<file path="src/rtl/dac_dbuf_pkg.sv">
package dac_dbuf_pkg;
  localparam int unsigned DEF_DW  = 16;
  localparam int unsigned DEF_NCH = 3;

  typedef enum logic {
    RANKS_TWO = 1'b0,
    RANKS_ONE = 1'b1
  } rank_mode_e;
endpackage

</file>
<file path="src/rtl/dac_edge_rise.sv">
module dac_edge_rise (
  input  logic clk,
  input  logic rst_n,
  input  logic lvl,
  output logic rise
);
  logic lvl_q;
  logic lvl_d;

  always_comb begin
    lvl_d = lvl;
    rise  = lvl & ~lvl_q;
  end

  // resets to the idle (high) level of an active-low select
  always_ff @(posedge clk or negedge rst_n) begin
    if (!rst_n) lvl_q <= 1'b1;
    else        lvl_q <= lvl_d;
  end
endmodule

</file>
<file path="src/rtl/dac_chan.sv">
module dac_chan
  import dac_dbuf_pkg::*;
#(
  parameter int unsigned DW = DEF_DW
) (
  input  logic          clk,
  input  logic          rst_n,
  input  logic [DW-1:0] data,
  input  logic          sel_n,
  input  logic          wr_n,
  input  logic          load,
  input  logic          direct,
  output logic [DW-1:0] stage1_q,
  output logic [DW-1:0] code_q
);
  rank_mode_e mode;
  logic       sel_rise;
  logic       s1_en, s2_en;
  logic [DW-1:0] s1_d, s2_d;

  dac_edge_rise u_sel_edge (
    .clk  (clk),
    .rst_n(rst_n),
    .lvl  (sel_n),
    .rise (sel_rise)
  );

  always_comb begin
    mode = direct ? RANKS_ONE : RANKS_TWO;
    s1_d = data;
    if (mode == RANKS_ONE) begin
      s1_en = sel_rise;
      s2_en = sel_rise;
      s2_d  = data;
    end else begin
      s1_en = ~sel_n & ~wr_n;
      s2_en = load;
      s2_d  = stage1_q;
    end
  end

  always_ff @(posedge clk or negedge rst_n) begin
    if (!rst_n) begin
      stage1_q <= '0;
    end else if (s1_en) begin
      stage1_q <= s1_d;
    end
  end

  always_ff @(posedge clk or negedge rst_n) begin
    if (!rst_n) begin
      code_q <= '0;
    end else if (s2_en) begin
      code_q <= s2_d;
    end
  end
endmodule

</file>
<file path="src/rtl/dac_dbuf_bank.sv">
module dac_dbuf_bank
  import dac_dbuf_pkg::*;
#(
  parameter int unsigned NCH = DEF_NCH,
  parameter int unsigned DW  = DEF_DW
) (
  input  logic              clk,
  input  logic              rst_n,
  input  logic [DW-1:0]     bus_data,
  input  logic [NCH-1:0]    cs_n,
  input  logic              wr_n,
  input  logic              load,
  input  logic [NCH-1:0]    direct_mode,
  output logic [NCH*DW-1:0] dac_code
);
  localparam int unsigned BUSW = NCH * DW;

  logic [BUSW-1:0] stage1_bus;

  for (genvar i = 0; i < NCH; i++) begin : g_ch
    dac_chan #(.DW(DW)) u_ch (
      .clk     (clk),
      .rst_n   (rst_n),
      .data    (bus_data),
      .sel_n   (cs_n[i]),
      .wr_n    (wr_n),
      .load    (load),
      .direct  (direct_mode[i]),
      .stage1_q(stage1_bus[i*DW +: DW]),
      .code_q  (dac_code[i*DW +: DW])
    );
  end
endmodule

</file>
<file path="config.mk">
export PLATFORM = sky130hd
export DESIGN_NAME = dac_dbuf_bank
export DESIGN_NICKNAME = d
export VERILOG_FILES = /design/src/rtl/dac_dbuf_pkg.sv /design/src/rtl/dac_edge_rise.sv /design/src/rtl/dac_chan.sv /design/src/rtl/dac_dbuf_bank.sv
export SDC_FILE = /design/constraint.sdc
export NUM_CORES = 1
export LEC_CHECK = 0
export ABC_AREA = 1
export BUFFER_PORTS_ARGS = -buffer_cell sky130_fd_sc_hd__buf_4
export CORE_ASPECT_RATIO = 0.9
export CORE_MARGIN = 10
export CORE_UTILIZATION = 50
export CTS_CLUSTER_SIZE = 14
export DETAILED_ROUTE_END_ITERATION = 7
export PLACE_DENSITY_LB_ADDON = 0.2
export SLEW_MARGIN = 40
export SYNTH_ARGS = -nofsm -noshare
export SYNTH_HDL_FRONTEND = slang
export SYNTH_HIERARCHICAL = 1
export SYNTH_SLANG_ARGS = --single-unit
</file>
<file path="constraint.sdc">
create_clock -name clk -period 1.2 [get_ports clk]
set_input_delay 0.06 -clock clk [delete_from_list [all_inputs] [get_ports clk]]
set_output_delay 0.06 -clock clk [all_outputs]
set_load 0.03 [all_outputs]
</file>
After elaboration in Yosys (flattened, before gate mapping)
Index checks and enable logic that the tools add are counted.
Widths: inputs -> output; s select.
- register bits: 99
- input port bits: 26
- output and inout port bits: 48
- logic and storage cells: 34
- muxes and demuxes: 12
- bitwise gates (word level): 13
- operator list (kind ; count):
    $mux 16 ; 3
    $mux 1 ; 9
    $not 1->1 ; 7
    $and 1x1->1 ; 6

Depth between registers and ports, before layout
Gate-level depths: netlist (run 1).
- word-level depth: 3
- gate-level depth with buffers: 7
- mapped depth without buffers: 6

Hierarchy
The synthesis (run 1) kept the hierarchy.
- by module, submodules not included (module ; times used ; area an instance (µm²) ; seq. area each (µm²) ; cells an instance):
    dac_chan ; 3 ; 1540.2 ; 800.8 ; 193
    dac_edge_rise ; 3 ; 36.3 ; 26.3 ; 3

Least setup slack after synthesis (run 1)
No wires, ideal clock.
- kind: register to register
- start point: register g_ch[0].u_ch.u_sel_edge.lvl_q
- end point: register g_ch[0].u_ch.code_q[10]
- arrival: 0.946 ns
- buffers on the path: 1
- slack: 0.137 ns
- data required time: 1.083 ns
- clock period less this slack: 1.063 ns
- library setup time: 0.117 ns
- stages on the path, launching flop included: 7
- cell sequence: dfstp_2 > nor2_2 > nand2_4 > nand2_4 > buf_6 > nand2_1 > nand2_1
- longest elaborated chain between the ends: 3
- RTL lines (what ; line ; source):
    start, declared ; dac_edge_rise.sv:7 ; logic lvl_q;
    start signal, assigned ; dac_edge_rise.sv:18 ; else lvl_q <= lvl_d;
    $not 1->1 ; dac_edge_rise.sv:12 ; rise = lvl & ~lvl_q;
    $and 1x1->1 ; dac_edge_rise.sv:12 ;
    named net g_ch[0].u_ch.sel_rise ; dac_chan.sv:17 ; logic sel_rise;
    $mux 1 ; dac_chan.sv:31 ; if (mode == RANKS_ONE) begin
    end signal, assigned ; dac_chan.sv:52 ; code_q <= '0;
    end signal, assigned ; dac_chan.sv:54 ; code_q <= s2_d;
    end, declared ; dac_chan.sv:14 ; output logic [DW-1:0] code_q
The timed path passes the listed nets, and every way through them passes these cells.
A chain may end at the register's enable or synchronous reset.

Worst setup path in the final report (run 1)
- start point: register g_ch[1].u_ch.u_sel_edge.lvl_q
- end point: register g_ch[1].u_ch.code_q[0]
- longest elaborated chain between the ends: 3
- RTL lines (what ; line):
    start, declared ; dac_edge_rise.sv:7
    start signal, assigned ; dac_edge_rise.sv:18
    $not 1->1 ; dac_edge_rise.sv:12
    $and 1x1->1 ; dac_edge_rise.sv:12
    named net g_ch[1].u_ch.sel_rise ; dac_chan.sv:17
    $mux 1 ; dac_chan.sv:31
    end signal, assigned ; dac_chan.sv:52
    end signal, assigned ; dac_chan.sv:54
    end, declared ; dac_chan.sv:14
The timed path passes the listed nets, and every way through them passes these cells.

==> impl_metrics.py, run 1 <==
metrics = {
    "outcome": {
        "status": "finished clean",
    },
    "layout": {
        "nets": 705,
        "post-route-util_pct": 62.9,
        "antenna_cells": 0,
        "multiInputGateArea_um2": 1970,
        "final_cell_area_um2": 5760,
        "drive_gt1_share_pct": 19.3,
        "area_growth_pct": 21.9,
        "seq_area_um2": 2480,
        "fillers": 822,
    },
    "sta": {
        "relSlewSlack_pct": 78.6,
        "hold_viol": 0,
        "max_freq_mhz": 881,
        "worstMarginPinSlew_ns": 0.322,
        "maxSlewViolCount": 0,
        "fin_crit_ns": 1.14,
        "setup_viol": 0,
        "post-route-period-util_pct": 94.6,
        "tns_ns": 0,
        "fin_skew_ns": 0.0110,
        "rsz0062_at_grt": "false",
    },
    "detailed_routing": {
        "wl_mm": 12.0,
        "drt-initial-drc-count": 348,
        "drt.antenna.violating_nets": 0,
        "drc": 0,
        "dr_total_vias": 4116,
        "via_per_inst": 5.11,
        "drt_pre_antenna_iters": 5,
        "routedWlPerCell_um": 14.9,
    },
    "placement": {
        "io_buffers": 73,
        "dpl-instance-area_um2": 5350,
        "dpl.hpwl_mm": 8.52,
        "gp_congestion": 0.871,
    },
    "clock_network": {
        "cts_tree": "yes",
        "cts-root-buf": "clkbuf_8",
        "htreeDepth": 3,
        "clock_sinks": 99,
        "clockBufferDepth": 2,
        "tritoncts.num_buffers": 9,
        "clk_latency_ns": 0.37,
        "clkSlewWorstSetupHoldPaths_ns": 0.10,
    },
    "critical_path": {
        "r2r_end": "g_ch[1].u_ch/code_q[0]",
        "r2r_start": "g_ch[1].u_ch/u_sel_edge/lvl_q",
        "startpoint_type": "register",
        "cp-startpoint": "g_ch[1].u_ch/u_sel_edge/lvl_q",
        "endpoint_kind": "register",
        "r2r_slack_ns": 0.06,
        "endpoint": "g_ch[1].u_ch/code_q[0]",
        "reg2reg_depth": 5,
        "path_class": "register to register",
        "cp_data_required_time_ns": 1.51,
        "worstPathArrival_ns": 1.44,
        "cp_max_fo": 12,
    },
    "pwr": {
        "p_comb_share_pct": 27.0,
        "switching_share_pct": 33.8,
        "clock_power_share_pct": 25.2,
        "switchingPower_uw": 2950,
        "power.density_nw_per_um2": 1510,
        "pwr-share-seq_pct": 47.8,
        "ir_worst_vdd_mv": 1.05,
        "p_leak_uw": 0.00323,
        "power.internal_uw": 5780,
    },
    "yosys": {
        "avgSynthCellArea_um2": 8.04,
        "synth_nets": 614,
        "synth-edff-count": 0,
        "synth_common_cells": "336 x nand2_1, 96 x dfrtp_1, 96 x nand3_1, 12 x buf_2, 12 x nand2_4",
        "syn-cell-area_um2": 4730,
        "synth_top_area_share_pct": 50.8,
        "synth_most_common_cell": "nand2_1",
        "yosysUniqueCellTypes": 12,
        "synthFlopType": "dfrtp_1",
        "ys_seq_area_share_pct": 52.5,
        "ys_ff_latch": 99,
        "yosys.area.top_type": "dfrtp_1",
        "yosys_warnings": 6,
        "synthTopCellsByArea": "dfrtp_1 51%, nand2_1 27%, nand3_1 10%",
        "synthArstFlopShare_pct": 100,
        "synth_cells": 588,
    },
    "min_path": {
        "hp-class": "primary input to async pin",
    },
    "floorplanning": {
        "die-area_um2": 13800,
        "io_pins": 74,
        "num_rows": 33,
        "initial_core_util_pct": 51.6,
        "fp.dieW_um": 123,
        "die_y_um": 112,
        "core_um2": 9170,
    },
    "grt": {
        "gr-usage-met1_pct": 24.0,
        "grt_pass1_wl_mm": 19.6,
        "grt_pass1_vias": 3859,
        "grt_use_total_pct": 17.4,
        "grt_overflow": 0,
        "grt_use_met3_pct": 4.21,
        "grt_antenna_before_repair": 0,
        "gr-usage-met2_pct": 26.2,
        "top_usage_layer": "met2",
        "grt_max_degree": 42,
    },
    "flow_run": {
        "maxCapViolCount": 0,
    },
}
## state kept, by name (all words and copies together) (netlist names)
name	cells
g_ch.u_ch/code_q	48
g_ch.u_ch/stage1_q	48
g_ch.u_ch/u_sel_edge/lvl_q	3
## power by group through the flow
stage | Sequential [uW] | Combinational (uW) | Clock (uW)
2_1_floorplan | 4730 | 930 | 0
3_3_place_gp | 4220 | 2290 | 0
3_5_place_dp | 4240 | 2320 | 0
4_1_cts | 4180 | 2380 | 2240
5_1_grt | 4240 | 2590 | 2390
6_report | 4180 | 2350 | 2200
## logic make-up (layout without fill, tap and decap cells)
family | Yosys count | after routing | share of synthesized area, %
simple gates | 453 | 453 | 41.7
buf+inv | 36 | 132 | 5.79
flops | 99 | 99 | 52.5
## cell usage in the layout (no fill, tap or decap), types with 2 or more instances in the layout
cell type / netlist / routed
nand2_4: 12 / 12
buf_4: 9 / 86
dfstp_2: 3 / 3
buf_12: 0 / 2
clkinv_4: 0 / 2
nor2_2: 6 / 6
clkbuf_8: 0 / 10
dlygate4sd3_1: 0 / 20
nand3_1: 96 / 96
nand2_1: 336 / 336
inv_8: 3 / 3
inv_1: 3 / 3
buf_6: 9 / 2
dfrtp_1: 96 / 96
nand2_8: 3 / 3
## layout make-up
type                    count  area share [%]
clock inverters             5            1.06
well taps                 122            2.65
flip-flops and latches     99            43.0
clock buffers              11            2.45
multi-input cells         453            34.3
inverters                   6           0.781
repair buffers            110            15.8
## worst min-delay path by stage
| stage | slack, ns | end | cells past startpoint |
|---|---|---|---|
| after floorplan | -0.24 | g_ch[0].u_ch/code_q[0] | 0 |
| after global placement | -0.02 | g_ch[0].u_ch/code_q[6] | 1 |
| after detailed placement | -0.02 | g_ch[0].u_ch/code_q[8] | 1 |
| after CTS | 0.11 | g_ch[1].u_ch/code_q[9] | 5 |
| after global routing | 0.12 | g_ch[1].u_ch/code_q[10] | 4 |
| final | 0.12 | g_ch[0].u_ch/code_q[8] | 2 |
## worst max-delay path, cell delays in order, from the launching register on
cell and delay, ns:
dfstp_2 0.54, nor2_2 0.05, nand2_4 0.12, buf_4 0.20, nand3_1 0.10, nand2_1 0.07
## repair_timing
item | 4_1_cts | 5_1_grt
buffers inserted | 0 | 1
setup endpoints to repair | 0 | 22
gates resized for setup | 0 | 2
hold buffers | 20 | 0
hold endpoints to repair | 147 | 0
## layer usage
metal	vias to the layer above	share of wire, %
met4	0	2.0
met5	-	0
li1	2023	-
met2	131	46
met1	1944	45
met3	18	6.7
## stage by stage
step | setup slack, ns | hold slack [ns] | total power [uW] | std cells
after floorplan | 0.137 | -0.236 | 5660 | 588
after global placement | 0.0934 | -0.0241 | 6500 | 769
after detailed placement | 0.0638 | -0.0200 | 6560 | 769
after CTS | 0.0346 | 0.107 | 8800 | 805
after global routing | 0.00576 | 0.123 | 9220 | 806
final | 0.0649 | 0.119 | 8730 | 806
Power figures use the tool's default switching activity.
==> run 2, diff against run 1 <==
- clock period: 1.2 -> 1.32 ns (I/O delays scaled with it)
==> impl_metrics.py, run 2 (synthesized netlist as in run 1, its figures left out) <==
metrics = {
    "outcome": {
        "status": "finished clean",
    },
    "sta": {
        "fin_hold_ws_ns": 0.113,
        "relSlewSlack_pct": 72.4,
        "setup_viol": 0,
        "worstMarginPinSlew_ns": 0.415,
        "post-route-period-util_pct": 92.7,
        "fin_skew_ns": 0.00745,
        "maxSlewViolCount": 0,
        "setup_slack_ns": 0.0963,
        "fin_crit_ns": 1.22,
        "rsz0062_at_grt": "false",
        "max_freq_mhz": 817,
        "hold_viol": 0,
        "tns_ns": 0,
    },
    "critical_path": {
        "cp_max_fo": 14,
        "endpoint_kind": "register",
        "startpoint_type": "register",
        "path_buf_inv": 1,
        "path_cells": "nor2_2 > nand2_4 > buf_4 > nand3_1 > nand2_1",
        "cp_data_required_time_ns": 1.62,
        "slowest_stage": "dfstp_2",
        "path_class": "register to register",
        "worstPathArrival_ns": 1.53,
        "path_delay_family": "flip-flops",
        "slowest_delay_ns": 0.54,
    },
    "grt": {
        "grt_pass1_vias": 4123,
        "grt_use_total_pct": 18.8,
        "grt_pass1_wl_mm": 21.1,
        "grt_overflow": 0,
        "grt_antenna_before_repair": 0,
        "grt_max_degree": 34,
    },
    "layout": {
        "layout_common_cells": "336 x nand2_1, 96 x nand3_1, 96 x dfrtp_1",
        "nets": 701,
        "layout_commonest_cell": "nand2_1",
        "area_growth_pct": 20.9,
        "antenna_cells": 0,
        "drive_gt1_share_pct": 18.8,
        "reg_top3": "g_ch.u_ch/code_q: 48 flops, g_ch.u_ch/stage1_q: 48 flops, g_ch.u_ch/u_sel_edge/lvl_q: 3 flops",
    },
    "placement": {
        "dpl.hpwl_mm": 8.71,
        "gp_congestion": 0.826,
        "io_buffers": 73,
        "place_ws_ns": 0.112,
    },
    "pwr": {
        "power.internal_uw": 5190,
        "p_leak_uw": 0.00321,
        "p_comb_share_pct": 27.2,
        "ir_worst_vdd_mv": 0.751,
        "power_uw": 7890,
        "switchingPower_uw": 2700,
        "switching_share_pct": 34.2,
        "clock_power_share_pct": 24.6,
        "pwr-share-seq_pct": 48.2,
        "power.density_nw_per_um2": 1380,
    },
    "clock_network": {
        "tritoncts.num_buffers": 9,
        "clockBufferDepth": 2,
        "cts_tree": "yes",
        "clkSlewWorstSetupHoldPaths_ns": 0.09,
        "clock_sinks": 99,
        "clk_latency_ns": 0.37,
        "htreeDepth": 3,
        "post_cts_buffers": 0,
        "cts-root-buf": "clkbuf_8",
    },
    "floorplanning": {
        "die_y_um": 112,
        "num_rows": 33,
        "fp.dieW_um": 123,
        "die-area_um2": 13800,
        "io_pins": 74,
        "initial_core_util_pct": 51.6,
        "core_um2": 9170,
    },
    "detailed_routing": {
        "wl_mm": 12.6,
        "drt-initial-drc-count": 317,
        "drt.antenna.violating_nets": 0,
        "drt_pre_antenna_iters": 5,
        "via_per_inst": 5.21,
        "drc": 0,
        "routedWlPerCell_um": 15.7,
        "dr_total_vias": 4175,
    },
    "min_path": {
        "hp-class": "primary input to register",
    },
    "flow_run": {
        "maxCapViolCount": 0,
    },
}
[run 2: cell types whose count changed in the layout (fill, tap and decap cells not counted)]
cell,change
buf_4,-2
buf_6,-2
clkbuf_8,-1
clkinv_2,+1
clkinv_4,-1
clkinvlp_4,+1
[run 2: metrics by stage]
| stage | instance area, um^2 | util [%] | std cells |
|---|---|---|---|
| 4_1_cts | 5720 | 62.4 | 802 |
| 6_report | 5720 | 62.4 | 802 |
| 3_5_place_dp | 5320 | 58.1 | 766 |
| 5_1_grt | 5720 | 62.4 | 802 |
| 3_3_place_gp | 5320 | 58.1 | 766 |
| 2_1_floorplan | 4730 | - | 588 |
[run 2: routing by layer]
layer	track usage, %	up-vias	part of all wire, %
met5	0	-	0
met4	4.24	0	0.98
met3	5.26	13	8.4
met2	28.7	163	46
met1	26.0	1981	44
li1	-	2018	-
[run 2: area by class of cell]
class / count / area (um^2)
fill: 825 / 3450
sequential: 99 / 2480
multi-input combinational: 453 / 1970
timing repair buffer: 106 / 871
tap: 122 / 153
clock buffer: 10 / 128
clock inverter: 6 / 65.1
inverter: 6 / 45.0
[run 2: power groups by stage]
stage | Sequential [uW] | Combinational [uW] | Clock, uW
CTS | 3800 | 2170 | 2000
floorplan | 4300 | 846 | 0
global placement | 3840 | 2080 | 0
global route | 3860 | 2370 | 2120
detailed placement | 3860 | 2120 | 0
finish | 3800 | 2150 | 1940
[run 2: timing repair]
| action | CTS | global route |
|---|---|---|
| endpoints found under the hold margin | 114 | 0 |
| gates resized for setup | 0 | 0 |
| hold buffers | 20 | 0 |
[run 2: worst reg2reg max path, delay by kind of cell, from the launching register on]
kind	cells	cell delay, ns
DFF	1	0.54
and+or+nand+nor	4	0.39
buffers and inverters	1	0.24
[run 2: path summary, 6_finish.rpt]
check,start,to,slack [ns],cells past startpoint
worst max-delay path,g_ch[0].u_ch/u_sel_edge/lvl_q,g_ch[0].u_ch/code_q[0],0.1,5
worst min-delay path,direct_mode[1],g_ch[1].u_ch/code_q[2],0.11,5
worst max register to register,g_ch[0].u_ch/u_sel_edge/lvl_q,g_ch[0].u_ch/code_q[0],0.1,5
worst min register to register,g_ch[1].u_ch/stage1_q[13],g_ch[1].u_ch/stage1_q[13],0.52,2
max in group asynchronous,rst_n,g_ch[2].u_ch/code_q[9],0.57,3
min in group asynchronous,rst_n,g_ch[0].u_ch/code_q[7],0.17,2
==> run 3, diff against run 2 <==
- PLACE_DENSITY: not set -> 0.71
- PLACE_DENSITY_LB_ADDON: 0.2 -> not set
==> impl_metrics.py, run 3 (synthesized netlist as in run 1, its figures left out) <==
metrics = {
    "outcome": {
        "status": "finished clean",
    },
    "pwr": {
        "pwr-share-seq_pct": 48.1,
        "power.density_nw_per_um2": 1380,
        "clock_power_share_pct": 24.6,
        "p_leak_uw": 0.00320,
        "switching_share_pct": 33.3,
        "power.internal_uw": 5250,
        "switchingPower_uw": 2620,
        "p_comb_share_pct": 27.3,
        "ir_worst_vdd_mv": 0.747,
    },
    "placement": {
        "gp_congestion": 0.831,
        "io_buffers": 73,
        "dpl.hpwl_mm": 8.48,
        "dpl-instance-area_um2": 5330,
    },
    "critical_path": {
        "path_class": "register to register",
        "path_delay_family": "flip-flops",
        "reg2reg_depth": 5,
        "worstPathArrival_ns": 1.49,
        "cp_max_fo": 15,
        "startpoint_type": "register",
        "endpoint_kind": "register",
        "r2r_start": "g_ch[2].u_ch/u_sel_edge/lvl_q",
        "r2r_end": "g_ch[2].u_ch/code_q[7]",
        "slowest_stage": "dfstp_2",
        "r2r_slack_ns": 0.13,
        "path_buf_inv": 1,
        "slowest_delay_ns": 0.54,
        "path_cells": "nor2_2 > nand2_4 > buf_4 > nand3_1 > nand2_1",
        "cp_data_required_time_ns": 1.62,
    },
    "clock_network": {
        "post_cts_buffers": 0,
        "clk_latency_ns": 0.36,
        "clock_sinks": 99,
        "cts_tree": "yes",
        "htreeDepth": 3,
        "cts-root-buf": "clkbuf_8",
        "tritoncts.num_buffers": 9,
        "clockBufferDepth": 2,
        "clkSlewWorstSetupHoldPaths_ns": 0.09,
    },
    "sta": {
        "post-route-period-util_pct": 90.1,
        "max_freq_mhz": 841,
        "worstMarginPinSlew_ns": 0.370,
        "rsz0062_at_grt": "false",
        "fin_skew_ns": 0.00868,
        "fin_crit_ns": 1.19,
        "fin_hold_ws_ns": 0.0924,
        "maxSlewViolCount": 0,
        "tns_ns": 0,
        "setup_viol": 0,
        "relSlewSlack_pct": 75.3,
        "hold_viol": 0,
    },
    "detailed_routing": {
        "route.met3.wl_um": 863,
        "wl_met1_mm": 5.44,
        "wl_mm": 12.3,
        "drt_pre_antenna_iters": 5,
        "routedWlPerCell_um": 15.4,
        "drc": 0,
        "dr_total_vias": 4155,
        "via_per_inst": 5.18,
        "drt-initial-drc-count": 344,
        "drt.antenna.violating_nets": 0,
        "route.met2.wl_mm": 5.88,
        "top_layer_used": "met4",
    },
    "flow_run": {
        "maxCapViolCount": 0,
    },
    "floorplanning": {
        "die_y_um": 112,
        "initial_core_util_pct": 51.6,
        "io_pins": 74,
        "die-area_um2": 13800,
        "core_um2": 9170,
        "fp.dieW_um": 123,
        "num_rows": 33,
    },
    "min_path": {
        "hp-class": "primary input to register",
        "hold_depth": 5,
        "hold_end": "g_ch[0].u_ch/code_q[15]",
        "min_from": "direct_mode[0]",
    },
    "grt": {
        "grt_pass1_vias": 4036,
        "grt_use_total_pct": 18.2,
        "grt_max_degree": 37,
        "grt_antenna_before_repair": 1,
        "grt_overflow": 0,
        "grt_pass1_wl_mm": 20.4,
    },
    "layout": {
        "layout_commonest_cell": "nand2_1",
        "final_cell_area_um2": 5720,
        "nets": 700,
        "fillers": 848,
        "reg_top3": "g_ch.u_ch/code_q: 48 flops, g_ch.u_ch/stage1_q: 48 flops, g_ch.u_ch/u_sel_edge/lvl_q: 3 flops",
        "layout_common_cells": "336 x nand2_1, 96 x nand3_1, 96 x dfrtp_1",
        "area_growth_pct": 21.0,
        "multiInputGateArea_um2": 1970,
        "seq_area_um2": 2480,
        "drive_gt1_share_pct": 18.3,
    },
}
run 3: per-layer routing:
layer / vias to the layer above / track usage, %
met1: 1992 / 25.1
met5: - / 0
met3: 11 / 4.26
li1: 2014 / -
met2: 138 / 27.9
met4: 0 / 5.02
run 3: final cells by class:
type	instances	area share, %
clock inverters	2	0.656
flip-flops and latches	99	43.4
clock buffers	14	2.67
diodes	1	0.0437
repair buffers	105	15.3
multi-input cells	453	34.5
well taps	122	2.67
inverters	6	0.787
run 3: tightest hold or removal path, cell delays in order:
cell and delay (ns):
buf_4 0.15, nand2_1 0.06, nand2_1 0.05, nand2_1 0.05, nand2_1 0.04
run 3: worst max path at each step:
stage	cells after the start	endpoint	from	slack (ns)
3_3_place_gp	5	g_ch[1].u_ch/code_q[4]	g_ch[1].u_ch/u_sel_edge/lvl_q	0.18
5_1_grt	5	g_ch[1].u_ch/code_q[15]	g_ch[1].u_ch/u_sel_edge/lvl_q	0.05
2_1_floorplan	6	g_ch[0].u_ch/code_q[10]	g_ch[0].u_ch/u_sel_edge/lvl_q	0.26
3_5_place_dp	5	g_ch[1].u_ch/code_q[7]	g_ch[1].u_ch/u_sel_edge/lvl_q	0.13
4_1_cts	5	g_ch[1].u_ch/code_q[9]	g_ch[1].u_ch/u_sel_edge/lvl_q	0.12
6_report	5	g_ch[2].u_ch/code_q[7]	g_ch[2].u_ch/u_sel_edge/lvl_q	0.13
run 3: stage by stage:
stage	util [%]	power [uW]	cells	setup WS, ns
3_5_place_dp	58.1	5970	765	0.132
3_3_place_gp	58.1	5910	765	0.175
5_1_grt	62.4	8360	802	0.0528
4_1_cts	62.4	7960	801	0.122
6_report	62.4	7870	802	0.131
2_1_floorplan	-	5150	588	0.257
run 3: power groups by stage:
stage                     Clock, uW  Sequential, uW  Combinational [uW]
final                          1930            3790                2150
after global routing           2140            3850                2370
after CTS                      1990            3790                2180
after detailed placement          0            3850                2120
after global placement            0            3830                2080
after floorplan                   0            4300                 846
run 3: timing repair:
item	4_1_cts	5_1_grt
hold endpoints to repair	144	0
hold buffers	20	0
resized for setup	0	0
